## src/rtl/gw_pkg.sv

```systemverilog
package gw_pkg;

    typedef enum logic [1:0] {
        GW_IDLE = 2'd0,
        GW_REQ  = 2'd1,
        GW_BUSY = 2'd2
    } gw_state_e;

    typedef enum logic {
        GW_MODE_LEVEL = 1'b0,
        GW_MODE_EDGE  = 1'b1
    } gw_mode_e;

    typedef struct packed {
        logic event_hit;
        logic ready;
    } gw_src_t;

    function automatic logic gw_can_launch(gw_state_e st, logic done, logic ready);
        return ready && ((st == GW_IDLE) || ((st == GW_BUSY) && done));
    endfunction

endpackage

```

## src/rtl/gw_edge_detect.sv

```systemverilog
module gw_edge_detect (
    input  logic clk_i,
    input  logic rst_i,
    input  logic line_i,
    input  logic msg_i,
    output logic event_o
);
    logic line_q;

    always_ff @(posedge clk_i) begin
        if (rst_i) line_q <= 1'b0;
        else       line_q <= line_i;
    end

    assign event_o = (line_i & ~line_q) | msg_i;

endmodule

```

## src/rtl/gw_edge_counter.sv

```systemverilog
module gw_edge_counter #(
    parameter int MAX_PEND = 3
) (
    input  logic clk_i,
    input  logic rst_i,
    input  logic clr_i,
    input  logic inc_i,
    input  logic dec_i,
    output logic has_pend_o
);
    localparam int CW = (MAX_PEND < 2) ? 1 : $clog2(MAX_PEND + 1);
    localparam logic [CW:0] LIMIT = (CW + 1)'(MAX_PEND);

    logic [CW-1:0] cnt_q;
    logic [CW:0]   sum;
    logic [CW-1:0] cnt_d;

    always_comb begin
        sum = {1'b0, cnt_q} + (CW + 1)'(inc_i);
        if (dec_i && (sum != '0)) sum = sum - 1'b1;
        if (sum > LIMIT) cnt_d = LIMIT[CW-1:0];
        else             cnt_d = sum[CW-1:0];
    end

    always_ff @(posedge clk_i) begin
        if (rst_i || clr_i) cnt_q <= '0;
        else                cnt_q <= cnt_d;
    end

    assign has_pend_o = (cnt_q != '0);

    AST_CNT_LIMIT: assert property (@(posedge clk_i) disable iff (rst_i)
        ({1'b0, cnt_q} <= LIMIT));
    AST_NO_UNDERFLOW: assert property (@(posedge clk_i) disable iff (rst_i)
        dec_i |-> (has_pend_o || inc_i));

endmodule

```

## src/rtl/gw_fsm.sv

```systemverilog
module gw_fsm
    import gw_pkg::*;
(
    input  logic clk_i,
    input  logic rst_i,
    input  logic ready_i,
    input  logic ack_i,
    input  logic done_i,
    output logic launch_o,
    output logic req_o
);
    gw_state_e st_q, st_d;

    assign launch_o = gw_can_launch(st_q, done_i, ready_i);

    always_comb begin
        st_d = st_q;
        unique case (st_q)
            GW_IDLE: if (ready_i) st_d = GW_REQ;
            GW_REQ:  if (ack_i)   st_d = GW_BUSY;
            GW_BUSY: if (done_i)  st_d = ready_i ? GW_REQ : GW_IDLE;
            default:              st_d = GW_IDLE;
        endcase
    end

    always_ff @(posedge clk_i) begin
        if (rst_i) st_q <= GW_IDLE;
        else       st_q <= st_d;
    end

    assign req_o = (st_q == GW_REQ);

    AST_REQ_HOLD: assert property (@(posedge clk_i) disable iff (rst_i)
        (req_o && !ack_i) |=> req_o);
    AST_NO_REFIRE: assert property (@(posedge clk_i) disable iff (rst_i)
        ((st_q == GW_BUSY) && !done_i) |=> !req_o);
    AST_IDLE_DONE_IGNORED: assert property (@(posedge clk_i) disable iff (rst_i)
        ((st_q == GW_IDLE) && done_i && !ready_i) |=> !req_o);

endmodule

```

## src/rtl/irq_gateway.sv

```systemverilog
module irq_gateway
    import gw_pkg::*;
#(
    parameter int MAX_PEND = 3
) (
    input  logic clk_i,
    input  logic rst_i,
    input  logic edge_mode_i,
    input  logic irq_i,
    input  logic msg_i,
    input  logic req_ack_i,
    input  logic cmpl_i,
    output logic req_o
);
    gw_mode_e mode;
    gw_src_t  src;
    logic     event_raw;
    logic     has_pend;
    logic     launch;

    assign mode = edge_mode_i ? GW_MODE_EDGE : GW_MODE_LEVEL;

    gw_edge_detect u_edge (
        .clk_i  (clk_i),
        .rst_i  (rst_i),
        .line_i (irq_i),
        .msg_i  (msg_i),
        .event_o(event_raw)
    );

    assign src.event_hit = (mode == GW_MODE_EDGE) && event_raw;

    generate
        if (MAX_PEND > 0) begin : g_store
            gw_edge_counter #(.MAX_PEND(MAX_PEND)) u_cnt (
                .clk_i     (clk_i),
                .rst_i     (rst_i),
                .clr_i     (mode == GW_MODE_LEVEL),
                .inc_i     (src.event_hit),
                .dec_i     (launch && (mode == GW_MODE_EDGE)),
                .has_pend_o(has_pend)
            );
        end else begin : g_nostore
            assign has_pend = 1'b0;
        end
    endgenerate

    assign src.ready = (mode == GW_MODE_EDGE) ? (src.event_hit || has_pend) : irq_i;

    gw_fsm u_fsm (
        .clk_i   (clk_i),
        .rst_i   (rst_i),
        .ready_i (src.ready),
        .ack_i   (req_ack_i),
        .done_i  (cmpl_i),
        .launch_o(launch),
        .req_o   (req_o)
    );

    AST_LVL_REARM: assert property (@(posedge clk_i) disable iff (rst_i)
        (!edge_mode_i && !req_o && cmpl_i && irq_i) |=> req_o);
    AST_EDGE_NEEDS_EVENT: assert property (@(posedge clk_i) disable iff (rst_i)
        (edge_mode_i && !req_o && !event_raw && !has_pend) |=> !req_o);

endmodule

```

## config.mk

```make
export PLATFORM = sky130hd
export DESIGN_NAME = irq_gateway
export DESIGN_NICKNAME = d
export VERILOG_FILES = /design/src/rtl/gw_pkg.sv /design/src/rtl/gw_edge_detect.sv /design/src/rtl/gw_edge_counter.sv /design/src/rtl/gw_fsm.sv /design/src/rtl/irq_gateway.sv
export SDC_FILE = /design/constraint.sdc
export NUM_CORES = 1
export LEC_CHECK = 0
export ABC_AREA = 1
export BUFFER_PORTS_ARGS = -buffer_cell sky130_fd_sc_hd__buf_4
export CAP_MARGIN = 20
export CORE_AREA = 2 2 39 41
export DETAILED_ROUTE_END_ITERATION = 10
export DIE_AREA = 0 0 41 43
export PLACE_DENSITY_LB_ADDON = 0.25
export SYNTH_ARGS = -nofsm -noshare
export SYNTH_HDL_FRONTEND = slang
export SYNTH_HIERARCHICAL = 1
export SYNTH_SLANG_ARGS = --single-unit
```

## constraint.sdc

```tcl
create_clock -name clk_i -period 1.6 [get_ports clk_i]
set_input_delay 0.16 -clock clk_i [delete_from_list [all_inputs] [get_ports clk_i]]
set_output_delay 0.16 -clock clk_i [all_outputs]
set_load 0.05 [all_outputs]
```

=== Word-level counts from Yosys, hierarchy flattened ===
Cells that the tools add are included.

* Bits in registers: 5
* Input port bits: 7
* Logic and storage cells: 36
* Output and inout bits: 1

* Bitwise logic cells: 4
* Magnitude comparators: 1
* Muxes and demuxes: 9
* Equality and inequality tests: 5
* $add $sub $neg: 2
* Reductions and logical operators: 12

{| class="wikitable"
|+ Operators with widths
! cell !! count
|-
| 2-bit 2-to-1 mux || 4
|-
| 2-bit one-hot mux with 3 select lines || 1
|-
| 1-bit logical AND || 5
|-
| 2-bit inequality test, second input constant || 2
|-
| 2-bit by 1-bit adder with 3-bit output || 1
|-
| 3-bit by 2-bit > comparator with 1-bit output, second input constant || 1
|-
| 1-bit logical OR || 3
|-
| 1-bit 2-to-1 mux || 3
|-
| 3-bit 2-to-1 mux || 1
|-
| 3-bit AND reduction || 1
|-
| 3-bit nonzero test || 1
|-
| 3-bit by 1-bit subtractor with 3-bit output, second input constant || 1
|-
| 2-bit by 1-bit == test with 1-bit output, second input constant || 1
|-
| 2-bit == test, second input constant || 1
|-
| 2-bit logical NOT || 1
|-
| 2-bit by 1-bit inequality test with 1-bit output, second input constant || 1
|-
| 1-bit inverter || 2
|-
| 2-bit nonzero test || 1
|-
| 1-bit AND || 1
|-
| 1-bit bitwise OR || 1
|}

=== Longest topological paths before layout ===
Gate-level depths: netlist of run 1.

* Depth in word-level cells: 12
* Depth in mapped cells: 15
* Mapped depth without buffers: 15

=== Cells and area by module ===
The synthesis of run 1 kept the hierarchy.

{| class="wikitable"
|+ Modules (own cells, without submodules)
! module !! sequential area each (µm²) !! times used !! cells an instance !! area each (µm²)
|-
| gw_edge_counter || 40.0 || 1 || 24 || 171.4
|-
| gw_fsm || 40.0 || 1 || 17 || 106.4
|-
| gw_edge_detect || 20.0 || 1 || 7 || 45.0
|-
| irq_gateway || 0.0 || 1 || 8 || 38.8
|}

=== Worst setup path after synthesis of run 1 ===
OpenSTA, ideal clock, no wires.

* Path type: register to register
* Start: register u_edge.line_q
* End: register g_store.u_cnt.cnt_q[0]
* Required time: 1.530 ns
* Cell stages (with the launch flop): 16
* Data arrival time: 1.691 ns
* Path buffers: 0
* Setup time: 0.070 ns
* Setup slack: -0.160 ns
* Period minus slack after synthesis: 1.760 ns
* Path through: dfxtp_1 -> inv_1 -> nand2_1 -> nand2_1 -> nand2_1 -> inv_1 -> ha_1 -> ha_1 -> inv_1 -> ha_1 -> ha_1 -> inv_1 -> nand2_2 -> nand2_1 -> nand2_1 -> a21oi_1

{| class="wikitable"
|+ RTL lines
! element !! RTL line !! text
|-
| start: declaration || gw_edge_detect.sv:8 || <nowiki>logic line_q;</nowiki>
|-
| start signal: assignment || gw_edge_detect.sv:12 || <nowiki>else line_q <= line_i;</nowiki>
|-
| end signal: assignment || gw_edge_counter.sv:27 || <nowiki>else cnt_q <= cnt_d;</nowiki>
|-
| end: declaration || gw_edge_counter.sv:14 || <nowiki>logic [CW-1:0] cnt_q;</nowiki>
|}

==> impl_metrics.env, run 1 <==
export IMPL_crit_slowest_cell="dfxtp_1"
export IMPL_synth_seq_cells=5
export IMPL_cp_cell_sequence="inv_1 > nand2_1 > nand2_1 > nand2_2 > inv_2 > ha_4 > ha_4 > inv_4 > ha_4 > ha_4 > inv_4 > nand2_4 > nand2_2 > nand2_2 > a21oi_2"
export IMPL_switching_share=0.323
export IMPL_dpl_worst_slack_ps=-228
export IMPL_crit_required_ps=1770
export IMPL_critPathMaxStageDelay_ps=300
export IMPL_cts_sinks=5
export IMPL_final_common_cell="buf_4"
export IMPL_relSlewSlack=0.898
export IMPL_arrival_ps=1930
export IMPL_crit_top_cell="ha_4"
export IMPL_avgSynthCellArea_um2=6.46
export IMPL_synthSimpleGateAreaFrac=0.353
export IMPL_crit_family="adder cells"
export IMPL_finalWorstPathRequiredPeriod_ps=1760
export IMPL_start_util=0.261
export IMPL_grt_pass1_vias=380
export IMPL_grt_usage=0.122
export IMPL_synth_nets=67
export IMPL_post_route_util=0.429
export IMPL_final_cell_mix="buf_4 (14), inv_1 (11), nand2_1 (10)"
export IMPL_fp_dieH_um=43
export IMPL_detail_route_iter0_violations=3
export IMPL_avgViaCountPerCell=4.12
export IMPL_hp_class="input pin to flip-flop"
export IMPL_cts_path_max_buffers=2
export IMPL_failed_checks="negative setup slack"
export IMPL_power_density_nw_per_um2=802
export IMPL_worstMarginPinSlew_ps=153
export IMPL_start_kind="flip-flop"
export IMPL_ys_types=14
export IMPL_grt_max_degree=5
export IMPL_io_buffers=7
export IMPL_endpoint_kind="flip-flop"
export IMPL_layout_drive_gt1_share=0.514
export IMPL_firstDrtPassIters=2
export IMPL_cap_violations=0
export IMPL_status="complete, but fails checks"
export IMPL_root_buffer="clkbuf_4"
export IMPL_core_area_um2=1380
export IMPL_grt_antenna_before_repair=0
export IMPL_finalSetupTns_ps=-317
export IMPL_ys_warn_count=6
export IMPL_cts_tree="yes"
export IMPL_synthMuxAreaShare=0
export IMPL_synth_compound_area_frac=0.0657
export IMPL_insertion_delay_ps=240
export IMPL_syn_inst=56
export IMPL_setup_viol=2
export IMPL_htreeDepth=1
export IMPL_irDropWorstVdd_mv=0.361
export IMPL_synth_adder_area_share=0.138
export IMPL_holdBufCountCts=0
export IMPL_wl_per_cell_um=9.26
export IMPL_pwr_share_clk=0.296
export IMPL_drtAntennaViolNets=0
export IMPL_syn_to_final_growth_pct=64.0
export IMPL_wl_um=833
export IMPL_fmax_mhz=569
export IMPL_syn_area_um2=362
export IMPL_dieWidth_um=41
export IMPL_dp_hpwl_um=571
export IMPL_fin_worst_skew_ps=1.13
export IMPL_die_area_um2=1760
export IMPL_nNetsFinal=86
export IMPL_drc_errors=0
export IMPL_p_leak_nw=0.303
export IMPL_grt_pass1_wl_um=1370
export IMPL_fin_crit_sh=1.10
export IMPL_seq_area_frac_synth=0.277
export IMPL_numCtsBuffers=3
export IMPL_crit_buf_inv=4
export IMPL_fin_ws_ps=-159
export IMPL_hold_viol=0
export IMPL_critPathMaxFanout=4
export IMPL_combPwrFrac=0.402
export IMPL_pin_count=8
export IMPL_critPathKind="flip-flop to flip-flop"
export IMPL_seqPwrFrac=0.302
export IMPL_synth_top_family_by_area="simple AND/OR/NAND/NOR gates"
export IMPL_path_clk_slew_ps=40
export IMPL_power_switching_w=0.000154
export IMPL_internal_power_w=0.000322
export IMPL_place_congestion=0.664
export IMPL_rsz0062_at_grt="true"
export IMPL_antenna_cells=0
export IMPL_rows=14
export IMPL_vias=371
export IMPL_drv_slew=0
export IMPL_overflow=0
export IMPL_synth_xor_xnor_area_share=0
-- cells in the mapped netlist --
| cell | number | area share |
|---|---|---|
| inv_1 | 15 | 0.16 |
| nand2_1 | 13 | 0.13 |
| nand3_1 | 6 | 0.083 |
| dfxtp_1 | 5 | 0.28 |
| ha_1 | 4 | 0.14 |
| a21oi_1 | 3 | 0.042 |
| nand2_2 | 2 | 0.035 |
| nor2_1 | 2 | 0.021 |
| a21oi_2 | 1 | 0.024 |
| inv_2 | 1 | 0.010 |
| nand3_2 | 1 | 0.028 |
| nor2_2 | 1 | 0.017 |
| or2_1 | 1 | 0.017 |
| or2_2 | 1 | 0.017 |
-- path summary, 6_finish.rpt --
path / depth (start not counted) / to / start / slack (ps)
setup reg to reg: 15 / g_store.u_cnt/cnt_q[0] / u_edge/line_q / -160
hold / removal: 2 / u_fsm/st_q[0] / rst_i / 110
setup / recovery: 15 / g_store.u_cnt/cnt_q[0] / u_edge/line_q / -160
hold reg to reg: 2 / u_fsm/st_q[1] / u_fsm/st_q[1] / 510
-- timing repair --
item	in CTS	in global routing
buffers inserted	3	0
gates resized for setup	8	7
endpoints found under the setup margin	2	2
pin swaps	6	6
-- cell families after synthesis --
logic type / count (synthesis)
buffers and inverters: 16
flip-flops: 5
AND/OR/NAND/NOR: 27
adder cells (fa/ha/maj): 4
AO/OA/AOI/OAI: 4
-- metrics by stage --
step	hold WS [ps]	cell area, µm²	cells	total power (W)
after floorplan	222	379	56	0.000237
after global placement	357	482	83	0.000283
after detailed placement	359	482	83	0.000285
after CTS	98.3	572	90	0.000472
after global routing	95.6	593	90	0.000516
final	110	593	90	0.000476
-- per-layer routing --
metal	global-route usage	vias to the layer above	share of wire	wire length (µm)
li1	-	203	-	-
met1	0.107	161	0.38	314
met5	0	-	0	0
met2	0.200	5	0.58	482
met4	0.100	0	0.013	11
met3	0.0471	2	0.029	24
-- power groups by stage --
stage	Combinational, W	Clock, W	Sequential (W)
4_1_cts	0.000178	0.000151	0.000143
3_5_place_dp	0.000142	0	0.000144
3_3_place_gp	0.000139	0	0.000144
2_1_floorplan	0.0000948	0	0.000142
6_report	0.000191	0.000141	0.000144
5_1_grt	0.000213	0.000158	0.000145
-- registers in the layout, summed over array words and instances, names as in the netlist --
register and count:
g_store.u_cnt/cnt_q 2, u_fsm/st_q 2, u_edge/line_q 1
-- final cells by class --
| cell class | count | area (µm²) |
|---|---|---|
| fill | 157 | 791 |
| multi-input combinational | 35 | 277 |
| timing repair buffer | 14 | 105 |
| sequential | 5 | 100 |
| inverter | 16 | 65.1 |
| clock buffer | 4 | 26.3 |
| tap | 16 | 20.0 |
Power figures use the tool's default switching activity.
==> run 2, diff against run 1 <==
--- a/config.mk
+++ b/config.mk
@@ -16,3 +16,4 @@
 export SYNTH_HDL_FRONTEND = slang
 export SYNTH_HIERARCHICAL = 1
 export SYNTH_SLANG_ARGS = --single-unit
+export TNS_END_PERCENT = 10
==> constraint.sdc (replaced) <==
create_clock -name clk_i -period 1.6 [get_ports clk_i]
set_input_delay 0.24 -clock clk_i [delete_from_list [all_inputs] [get_ports clk_i]]
set_output_delay 0.24 -clock clk_i [all_outputs]
set_load 0.05 [all_outputs]
==> impl_metrics.env, run 2 (synthesized netlist as in run 1, its figures left out) <==
export IMPL_holdBufCountCts=0
export IMPL_vias=368
export IMPL_switching_share=0.324
export IMPL_worstMarginPinSlew_ps=137
export IMPL_post_place_cells=83
export IMPL_avgViaCountPerCell=4.13
export IMPL_grt_antenna_before_repair=0
export IMPL_start_util=0.261
export IMPL_p_leak_nw=0.299
export IMPL_wl_per_cell_um=8.30
export IMPL_endpoint_kind="flip-flop"
export IMPL_wl_um=739
export IMPL_nFillCells=153
export IMPL_crit_required_ps=1730
export IMPL_fin_worst_skew_ps=6.01
export IMPL_combPwrFrac=0.375
export IMPL_final_common_cell="buf_4"
export IMPL_root_buffer="clkbuf_4"
export IMPL_fmax_mhz=576
export IMPL_overflow=0
export IMPL_path_clk_slew_ps=50
export IMPL_finalWorstPathRequiredPeriod_ps=1740
export IMPL_power_density_nw_per_um2=807
export IMPL_drtAntennaViolNets=0
export IMPL_syn_to_final_growth_pct=58.8
export IMPL_grt_pass1_vias=387
export IMPL_cts_tree="yes"
export IMPL_fin_area_um2=574
export IMPL_core_area_um2=1380
export IMPL_dp_hpwl_um=507
export IMPL_grt_pass1_wl_um=1380
export IMPL_detail_route_iter0_violations=1
export IMPL_start_kind="flip-flop"
export IMPL_numCtsBuffers=3
export IMPL_grt_max_degree=5
export IMPL_critPathMaxFanout=2
export IMPL_place_congestion=0.667
export IMPL_hold_viol=0
export IMPL_insertion_delay_ps=240
export IMPL_dieWidth_um=41
export IMPL_antenna_cells=0
export IMPL_firstDrtPassIters=2
export IMPL_placed_cell_area_um2=482
export IMPL_post_route_util=0.415
export IMPL_rows=14
export IMPL_hp_class="input pin to flip-flop"
export IMPL_relSlewSlack=0.908
export IMPL_grt_usage=0.120
export IMPL_cts_sinks=5
export IMPL_fin_crit_sh=1.09
export IMPL_pin_count=8
export IMPL_htreeDepth=1
export IMPL_internal_power_w=0.000313
export IMPL_drc_errors=0
export IMPL_largestRegisters="g_store.u_cnt/cnt_q x2, u_fsm/st_q x2, u_edge/line_q x1"
export IMPL_arrival_ps=1870
export IMPL_cts_path_max_buffers=2
export IMPL_seqPwrFrac=0.310
export IMPL_rsz0062_at_grt="true"
export IMPL_power_switching_w=0.000150
export IMPL_irDropWorstVdd_mv=0.421
export IMPL_drv_slew=0
export IMPL_io_buffers=7
export IMPL_failed_checks="negative setup slack"
export IMPL_layout_drive_gt1_share=0.466
export IMPL_die_area_um2=1760
export IMPL_pwr_share_clk=0.315
export IMPL_nNetsFinal=85
export IMPL_fin_ws_ps=-137
export IMPL_status="complete, but fails checks"
export IMPL_critPathKind="flip-flop to flip-flop"
export IMPL_cap_violations=0
export IMPL_final_cell_mix="buf_4 (13), nand2_1 (11), inv_1 (11)"
export IMPL_fin_cells=89
export IMPL_setup_viol=2
export IMPL_fp_dieH_um=43
[run 2: cell types whose count changed in the layout (fill, tap and decap cells not counted)]
cell / previous run / this run
nand2_2: 4 / 3
nand3_1: 5 / 6
a21oi_2: 3 / 2
nand3_2: 2 / 1
buf_4: 14 / 13
nand2_1: 10 / 11
a21oi_1: 1 / 2
[run 2: final cells by class]
| class | count | area (µm²) | share of cell area |
|---|---|---|---|
| multi-input cells | 35 | 265 | 0.462 |
| repair buffers | 13 | 97.6 | 0.170 |
| clock buffers | 4 | 26.3 | 0.0458 |
| inverters | 16 | 65.1 | 0.113 |
| well taps | 16 | 20.0 | 0.0349 |
| flip-flops and latches | 5 | 100 | 0.174 |
[run 2: path summary, 6_finish.rpt]
path / startpoint / to / slack (ps) / cells after the start
max: u_edge/line_q / g_store.u_cnt/cnt_q[0] / -140 / 13
min: rst_i / u_edge/line_q / 190 / 2
max reg2reg: u_edge/line_q / g_store.u_cnt/cnt_q[0] / -140 / 13
min reg2reg: u_fsm/st_q[1] / u_fsm/st_q[1] / 510 / 2
[run 2: timing repair]
action                     in CTS  in global routing
setup endpoints to repair       2                  2
buffers inserted                2                  0
pin swaps                       6                  6
gates resized for setup         5                  7
[run 2: power groups by stage]
| stage | logic, W | clock network, W | registers (W) |
|---|---|---|---|
| after floorplan | 0.0000948 | 0 | 0.000142 |
| after global placement | 0.000138 | 0 | 0.000144 |
| after detailed placement | 0.000138 | 0 | 0.000144 |
| after CTS | 0.000163 | 0.000154 | 0.000143 |
| after global routing | 0.000195 | 0.000159 | 0.000145 |
| final | 0.000174 | 0.000146 | 0.000144 |
[run 2: worst max-delay path, stage by stage, from the launching register on]
cell and delay [ps]:
dfxtp_1 300, inv_1 30, nand2_1 50, nand2_1 60
nand2_2 80, inv_2 40, ha_4 150, ha_4 260
inv_4 30, ha_4 150, ha_4 250, nand3_1 70
nand2_2 90, a21oi_1 60
[run 2: metrics by stage]
stage	power, W	hold slack (ps)	TNS (ps)	setup slack, ps
global placement	0.000282	438	-481	-245
global route	0.000499	191	-526	-267
CTS	0.000460	183	-312	-167
finish	0.000464	194	-261	-137
floorplan	0.000237	302	-209	-105
detailed placement	0.000282	438	-502	-255
[run 2: layer usage]
metal  vias to the layer above  share of wire  track usage
met2                         5           0.52        0.191
met4                         0          0.015        0.100
li1                        205              -            -
met3                         2          0.031       0.0471
met1                       156           0.43        0.113
met5                         -              0            0
